==> src/rtl/dac_pair_pkg.sv <==
package dac_pair_pkg;

    localparam int FRAME_W      = 24;
    localparam int GROUPS       = 2;
    localparam int CH_PER_GROUP = 4;
    localparam int CH_W         = $clog2(GROUPS * CH_PER_GROUP);
    localparam int LOCAL_W      = $clog2(CH_PER_GROUP);
    localparam int WORD_W       = 16;
    localparam int HALVES       = 2 * FRAME_W;

    localparam logic [2:0] REG_VALUE = 3'b000;
    localparam logic [2:0] REG_MISC  = 3'b011;
    localparam logic [2:0] ADDR_NOP  = 3'b000;

    typedef enum logic {
        REQ_VALUE  = 1'b0,
        REQ_CONFIG = 1'b1
    } req_kind_e;

    typedef struct packed {
        logic        rd_n_wr;
        logic        zero;
        logic [2:0]  reg_sel;
        logic [2:0]  addr;
        logic [15:0] data;
    } spi_frame_s;

    typedef struct packed {
        req_kind_e         kind;
        logic [CH_W-1:0]   chan;
        logic [WORD_W-1:0] word;
    } dac_req_s;

    typedef enum logic [1:0] {
        ENG_IDLE  = 2'd0,
        ENG_SHIFT = 2'd1,
        ENG_GAP   = 2'd2
    } eng_state_e;

    function automatic spi_frame_s value_frame(input logic [LOCAL_W-1:0] local_ch,
                                               input logic [WORD_W-1:0]  w);
        spi_frame_s f;
        f         = '0;
        f.reg_sel = REG_VALUE;
        f.addr    = {1'b0, local_ch};
        f.data    = w;
        return f;
    endfunction

    function automatic spi_frame_s config_frame(input logic [WORD_W-1:0] w);
        spi_frame_s f;
        f           = '0;
        f.reg_sel   = w[14:12];
        f.addr      = w[10:8];
        f.data[3:0] = w[3:0];
        return f;
    endfunction

    function automatic spi_frame_s nop_frame();
        spi_frame_s f;
        f         = '0;
        f.reg_sel = REG_MISC;
        f.addr    = ADDR_NOP;
        return f;
    endfunction

endpackage

==> src/rtl/dac_frame_builder.sv <==
module dac_frame_builder
    import dac_pair_pkg::*;
(
    input  dac_req_s   req,
    output spi_frame_s frame
);

    logic [LOCAL_W-1:0] local_ch;

    assign local_ch = req.chan[LOCAL_W-1:0];

    always_comb begin
        if (req.kind == REQ_CONFIG) begin
            frame = config_frame(req.word);
        end else begin
            frame = value_frame(local_ch, req.word);
        end
    end

endmodule

==> src/rtl/dac_group_slot.sv <==
module dac_group_slot
    import dac_pair_pkg::*;
#(
    parameter int GROUP_ID = 0
)(
    input  logic            clk,
    input  logic            rst,
    input  logic            req_valid,
    input  logic [CH_W-1:0] req_chan,
    input  spi_frame_s      frame_in,
    input  logic            take,
    output logic            pending,
    output logic            free,
    output spi_frame_s      frame_q
);

    localparam logic [CH_W-LOCAL_W-1:0] MY_GROUP = (CH_W-LOCAL_W)'(GROUP_ID);

    logic selected;
    logic accept;

    assign selected = (req_chan[CH_W-1:LOCAL_W] == MY_GROUP);
    assign free     = !pending;
    assign accept   = req_valid && selected && free;

    always_ff @(posedge clk) begin
        if (rst) begin
            pending <= 1'b0;
            frame_q <= '0;
        end else begin
            if (take) begin
                pending <= 1'b0;
            end
            if (accept) begin
                pending <= 1'b1;
                frame_q <= frame_in;
            end
        end
    end

endmodule

==> src/rtl/dac_serial_engine.sv <==
module dac_serial_engine
    import dac_pair_pkg::*;
#(
    parameter int SCLK_HALF = 2
)(
    input  logic                             clk,
    input  logic                             rst,
    input  logic [GROUPS-1:0]                pending,
    input  logic [GROUPS-1:0][FRAME_W-1:0]   frames,
    output logic                             take,
    output logic                             sclk,
    output logic                             sync_n,
    output logic [GROUPS-1:0]                sdo
);

    localparam int HCW  = (SCLK_HALF > 1) ? $clog2(SCLK_HALF) : 1;
    localparam int IDXW = $clog2(HALVES);
    localparam logic [HCW-1:0]  HALF_LAST  = HCW'(SCLK_HALF - 1);
    localparam logic [IDXW-1:0] HALVES_END = IDXW'(HALVES - 1);

    eng_state_e                        state;
    logic [HCW-1:0]                    hcnt;
    logic [IDXW-1:0]                   hidx;
    logic [GROUPS-1:0][FRAME_W-1:0]    sh;
    logic [GROUPS-1:0][FRAME_W-1:0]    launch;
    logic                              half_done;

    assign half_done = (hcnt == HALF_LAST);
    assign take      = (state == ENG_IDLE) && (|pending);

    for (genvar g = 0; g < GROUPS; g++) begin : g_launch
        assign launch[g] = pending[g] ? frames[g] : FRAME_W'(nop_frame());
    end

    always_ff @(posedge clk) begin
        if (rst) begin
            state  <= ENG_IDLE;
            hcnt   <= '0;
            hidx   <= '0;
            sh     <= '0;
            sclk   <= 1'b0;
            sync_n <= 1'b1;
            sdo    <= '0;
        end else begin
            case (state)
                ENG_IDLE: begin
                    if (take) begin
                        state  <= ENG_SHIFT;
                        hcnt   <= '0;
                        hidx   <= '0;
                        sclk   <= 1'b1;
                        sync_n <= 1'b0;
                        for (int g = 0; g < GROUPS; g++) begin
                            sh[g]  <= launch[g];
                            sdo[g] <= launch[g][FRAME_W-1];
                        end
                    end
                end
                ENG_SHIFT: begin
                    if (!half_done) begin
                        hcnt <= hcnt + 1'b1;
                    end else begin
                        hcnt <= '0;
                        if (hidx == HALVES_END) begin
                            state  <= ENG_GAP;
                            hidx   <= '0;
                            sclk   <= 1'b0;
                            sync_n <= 1'b1;
                            sdo    <= '0;
                        end else begin
                            hidx <= hidx + 1'b1;
                            sclk <= ~sclk;
                            if (hidx[0]) begin
                                for (int g = 0; g < GROUPS; g++) begin
                                    sh[g]  <= sh[g] << 1;
                                    sdo[g] <= sh[g][FRAME_W-2];
                                end
                            end
                        end
                    end
                end
                ENG_GAP: begin
                    if (!half_done) begin
                        hcnt <= hcnt + 1'b1;
                    end else begin
                        hcnt <= '0;
                        if (hidx[0]) begin
                            state <= ENG_IDLE;
                            hidx  <= '0;
                        end else begin
                            hidx <= hidx + 1'b1;
                        end
                    end
                end
                default: begin
                    state <= ENG_IDLE;
                end
            endcase
        end
    end

endmodule

==> src/rtl/dac_pair_spi_formatter.sv <==
module dac_pair_spi_formatter
    import dac_pair_pkg::*;
#(
    parameter int SCLK_HALF = 2
)(
    input  logic        clk,
    input  logic        rst,
    input  logic        req_valid,
    output logic        req_ready,
    input  logic [2:0]  req_chan,
    input  logic        req_cfg,
    input  logic [15:0] req_word,
    output logic        spi_sclk,
    output logic        spi_sync_n,
    output logic [1:0]  spi_sdo
);

    dac_req_s                       req;
    spi_frame_s                     built;
    logic [GROUPS-1:0]              pending;
    logic [GROUPS-1:0]              free;
    logic [GROUPS-1:0][FRAME_W-1:0] frames;
    logic                           take;

    assign req.kind = req_kind_e'(req_cfg);
    assign req.chan = req_chan;
    assign req.word = req_word;

    dac_frame_builder builder_i (
        .req   (req),
        .frame (built)
    );

    for (genvar g = 0; g < GROUPS; g++) begin : g_slot
        spi_frame_s slot_frame;

        dac_group_slot #(.GROUP_ID(g)) slot_i (
            .clk       (clk),
            .rst       (rst),
            .req_valid (req_valid),
            .req_chan  (req_chan),
            .frame_in  (built),
            .take      (take),
            .pending   (pending[g]),
            .free      (free[g]),
            .frame_q   (slot_frame)
        );

        assign frames[g] = slot_frame;
    end

    assign req_ready = free[req_chan[CH_W-1]];

    dac_serial_engine #(.SCLK_HALF(SCLK_HALF)) engine_i (
        .clk     (clk),
        .rst     (rst),
        .pending (pending),
        .frames  (frames),
        .take    (take),
        .sclk    (spi_sclk),
        .sync_n  (spi_sync_n),
        .sdo     (spi_sdo)
    );

endmodule

==> config.mk <==
export PLATFORM = sky130hd
export DESIGN_NAME = dac_pair_spi_formatter
export DESIGN_NICKNAME = d
export VERILOG_FILES = /design/src/rtl/dac_pair_pkg.sv /design/src/rtl/dac_frame_builder.sv /design/src/rtl/dac_group_slot.sv /design/src/rtl/dac_serial_engine.sv /design/src/rtl/dac_pair_spi_formatter.sv
export SDC_FILE = /design/constraint.sdc
export NUM_CORES = 1
export LEC_CHECK = 0
export ABC_AREA = 1
export BUFFER_PORTS_ARGS = -buffer_cell sky130_fd_sc_hd__buf_4
export CAP_MARGIN = 20
export CORE_UTILIZATION = 40
export CTS_CLUSTER_DIAMETER = 50
export CTS_CLUSTER_SIZE = 28
export DETAILED_ROUTE_END_ITERATION = 10
export PLACE_DENSITY_LB_ADDON = 0.2
export SLEW_MARGIN = 20
export SYNTH_ARGS = -nofsm -noshare
export SYNTH_HDL_FRONTEND = slang
export SYNTH_SLANG_ARGS = --single-unit
==> constraint.sdc <==
create_clock -name clk -period 2.2 [get_ports clk]
set_input_delay 0.66 -clock clk [delete_from_list [all_inputs] [get_ports clk]]
set_output_delay 0.66 -clock clk [all_outputs]
set_load 0.03 [all_outputs]
==> metrics.sh <==
FINAL_AREA_SQ_MM=0.00495
SYN-CELL-AREA_SQ_MM=0.00450
DRV_CAP=0
CLOCK_SKEW_PS=17.0
DIE_AREA_SQ_MM=0.0117
CP_TOP_FAMILY='simple AND/OR/NAND/NOR gates'
TIMING.SETUP.CRITICAL_PATH_CLASS='register to register'
WORSTSKEWPAIRLATENCY_PS=370
DIE_HEIGHT_UM=108
NETS=637
GRT.MET1_USAGE_PCT=24.0
CLKSLEWWORSTSETUPHOLDPATHS_PS=100
NETLIST.TOP_CELL.BY_AREA='sky130_fd_sc_hd__dfxtp_1'
SYN_AREA_PER_CELL_SQ_UM=7.52
TOP_USAGE_LAYER='met2'
RSZ0062_AT_GRT='false'
POWER.LEAKAGE_nW=2.06
DP.FINAL_HPWL_MM=6.72
CRIT_PATH_START_KIND='register'
OUTCOME='finished clean'
FP-ROW-COUNT=38
CRIT_PATH_CELL_TRACE='inv_1, ha_1, inv_4, nand2_2, nand3_4, nor2_4, nand2_2, inv_6, nand2_1, nand2_1, nor2_1'
GP_ROUTABILITY_CONGESTION=0.792
SYNTHESIS.INSTANCES=599
USE_MET2_PCT=33.3
CP.ARRIVAL_PS=2150
FINALPOWER_mW=5.35
CRITPATHSLOWESTCELL='sky130_fd_sc_hd__dfxtp_1'
SYN-NUM-NETS=628
WORST-PATH-MAX-FANOUT=50
CLOCK-ROOT-BUFFER='sky130_fd_sc_hd__clkbuf_8'
SYNTH_SEQUENTIAL_AREA_RATIO_PCT=46.7
GLOBALROUTEMET3UTIL_PCT=3.98
CP-END-KIND='register'
TRITONCTS_CLOCK_TREE='done'
INITIAL_ANTENNA_VIOLATION_COUNT=0
LAYOUT_SETUP_WS_PS=316
FINAL_HOLD_VIOL_COUNT=0
CP_SLOWEST_STAGE_DELAY_PS=350
ROUTE.DETAILED.VIAS_PER_INST=5.16
GRT_REMAINING_OVERFLOW=0
DRTITER0DRC=194
GRT_USE_TOTAL_PCT=19.3
REG2REG_SETUP_SLACK_PS=320
INITIAL_CORE_UTIL_PCT=41.3
ANTENNADIODECOUNT=0
FINAL_MAX_SLEW_VIOL_COUNT=0
DRTANTENNAVIOLNETS=0
NUMBER_OF_CTS_INSERTED_BUFFERS=9
FILLCELLCOUNT=1099
CLOCK_SINKS=105
REQUIRED_PS=2460
POSTLAYOUTCOREUTIL_PCT=45.4
MIN_PERIOD_OVER_PERIOD_PCT=85.6
WIRELENGTH_MM=10.4
DRIVE_ABOVE_1_SHARE_PCT=10.6
FIRSTDRTPASSITERS=4
HOLD_PATH_CLASS='register to register'
VDD_DROP_MAX_mV=0.740
IO_PINS=28
AREA_FRACTION_OF_THE_DOMINANT_CELL_TYPE_AFTER_SYNTHESIS_PCT=46.7
SLEW_HEADROOM_PCT=60.6
HOLDCRITSTARTPOINT='g_slot[1].slot_i.frame_q[16]'
CLOCK_PATH_BUFFERS=2
POST-PLACE-WS_PS=149
YOSYSWARNINGS=0
WL_PER_CELL_UM=13.9
FINALSETUPTNS_PS=0
FINAL-SETUP-VIOL-COUNT=0
YS_FF_LATCH=105
IO_BUFFER_COUNT=27
POST_CTS.REPAIR.SETUP_BUFFERS=0
HTREE_NUM_LEVELS=3
VIAS=3884
FIRST_GLOBAL_VIAS=3667
FMAX_GHz=0.531
SYNTH_AREA_LEADERS='sky130_fd_sc_hd__dfxtp_1, sky130_fd_sc_hd__nor2_1, sky130_fd_sc_hd__o21ai_0, sky130_fd_sc_hd__nand2_1, sky130_fd_sc_hd__a22o_1'
TIGHTEST_SLEW_PS=591
FINALCRITICALPERIOD_PS=1880
DRC=0
PLACEDINSTANCEAREA_SQ_MM=0.00475
FLOW.AREA_GROWTH_FROM_SYNTHESIS_PCT=9.92
GRT_FIRST_PASS_WIRELENGTH_MM=17.7
GRT_START_MAX_NET_PINS=71
DIEWIDTH_UM=108
WORST-PATH-BUF-INV=3
CELLPOWERDENSITY_mW_PER_MM2=1080
CORE_AREA_SQ_MM=0.0109
SYNTH.LIB_CELLS_USED.DISTINCT=30
CRITICAL_PATH.STARTPOINT='engine_i.state[1]'
RR_STARTPOINT='engine_i.state[1]'
==> cells in the mapped netlist (all sizes together) <==
library cell and count:
a211oi 3, a21oi 40, a22o 32, a22oi 1, buf 17, clkbuf 20
clkinv 1, dfxtp 105, ha 6, inv 34, nand2 84, nand3 10
nand4 2, nor2 143, nor3 1, o211ai 1, o21ai 93, o21bai 1
o22ai 4, xnor2 1
==> repair_timing <==
item	in CTS	in global routing
endpoints found under the setup margin	0	3
resized for setup	0	2
hold buffers	0	0
==> stage by stage <==
step	instances	hold slack (ps)
2_1_floorplan	599	425
4_1_cts	753	456
5_1_grt	753	476
3_3_place_gp	737	438
6_report	753	453
3_5_place_dp	737	442
==> placed cells by master (no fill, tap or decap), types with 2 or more instances in the layout <==
cell type                  netlist  layout
sky130_fd_sc_hd__nand2_1        80      80
sky130_fd_sc_hd__a211oi_1        3       3
sky130_fd_sc_hd__nor2_1        141     140
sky130_fd_sc_hd__clkbuf_8        0      13
sky130_fd_sc_hd__a22o_1         32      32
sky130_fd_sc_hd__nor2_2          1       2
sky130_fd_sc_hd__clkinv_2        0       2
sky130_fd_sc_hd__nand4_1         2       2
sky130_fd_sc_hd__a21oi_1        40      40
sky130_fd_sc_hd__buf_4           4      34
sky130_fd_sc_hd__nand3_1         8       8
sky130_fd_sc_hd__inv_2           2       3
sky130_fd_sc_hd__ha_1            6       6
sky130_fd_sc_hd__nand2_2         4       4
sky130_fd_sc_hd__o21ai_1        30      30
sky130_fd_sc_hd__dfxtp_1       105     105
sky130_fd_sc_hd__o22ai_1         4       4
sky130_fd_sc_hd__o21ai_0        63      63
sky130_fd_sc_hd__inv_1          30      29
==> registers in the layout (all words and copies together) (netlist names) <==
register / cells
engine_i.sh: 46
g_slot.slot_i.frame_q: 44
engine_i.hidx: 6
engine_i.sdo: 2
engine_i.state: 2
g_slot.slot_i.pending: 2
engine_i.half_done: 1
engine_i.sclk: 1
engine_i.sync_n: 1
==> per-layer routing <==
metal  up-vias  part of all wire, %
met5         -                    0
met2        79                   48
met1      1795                   47
met3        12                  3.8
met4         0                  1.4
li1       1998                    -
==> final cells by class <==
type | count | area [sq um] | area share (%)
Multi-Input combinational cell | 422 | 2060 | 41.7
Inverter | 35 | 139 | 2.81
Clock inverter | 2 | 10.0 | 0.202
Sequential cell | 105 | 2100 | 42.5
Timing Repair Buffer | 35 | 275 | 5.56
Tap cell | 140 | 175 | 3.54
Clock buffer | 14 | 183 | 3.69
==> path summary, 6_finish.rpt <==
check,to,depth (start not counted)
worst min-delay path,g_slot[1].slot_i.frame_q[16],2
worst max register to register,engine_i.sh[0],11
worst max-delay path,engine_i.sh[0],11
worst min register to register,g_slot[1].slot_i.frame_q[16],2
==> logic make-up after synthesis <==
family,Yosys count,synth area share [%]
buf+inv,72,7.50
compound gates,175,22.6
simple gates,240,21.4
fa+ha+maj,6,1.67
xor+xnor,1,0.195
flops,105,46.7
==> power breakdown <==
part | leakage [nW] | internal (mW) | total (mW) | switching, mW
clock network | 0.102 | 0.534 | 1.17 | 0.634
registers | 0.862 | 2.21 | 2.37 | 0.156
logic | 1.09 | 0.586 | 1.82 | 1.23
total | 2.06 | 3.33 | 5.35 | 2.02
==> worst reg2reg max path, cell delays in order (launching register included) <==
cell	delay, ps
sky130_fd_sc_hd__dfxtp_1	350
sky130_fd_sc_hd__inv_1	80
sky130_fd_sc_hd__ha_1	280
sky130_fd_sc_hd__inv_4	110
sky130_fd_sc_hd__nand2_2	90
sky130_fd_sc_hd__nand3_4	110
sky130_fd_sc_hd__nor2_4	120
sky130_fd_sc_hd__nand2_2	100
sky130_fd_sc_hd__inv_6	310
sky130_fd_sc_hd__nand2_1	110
sky130_fd_sc_hd__nand2_1	70
sky130_fd_sc_hd__nor2_1	40
Note: power is estimated with default switching activity, not from simulation.
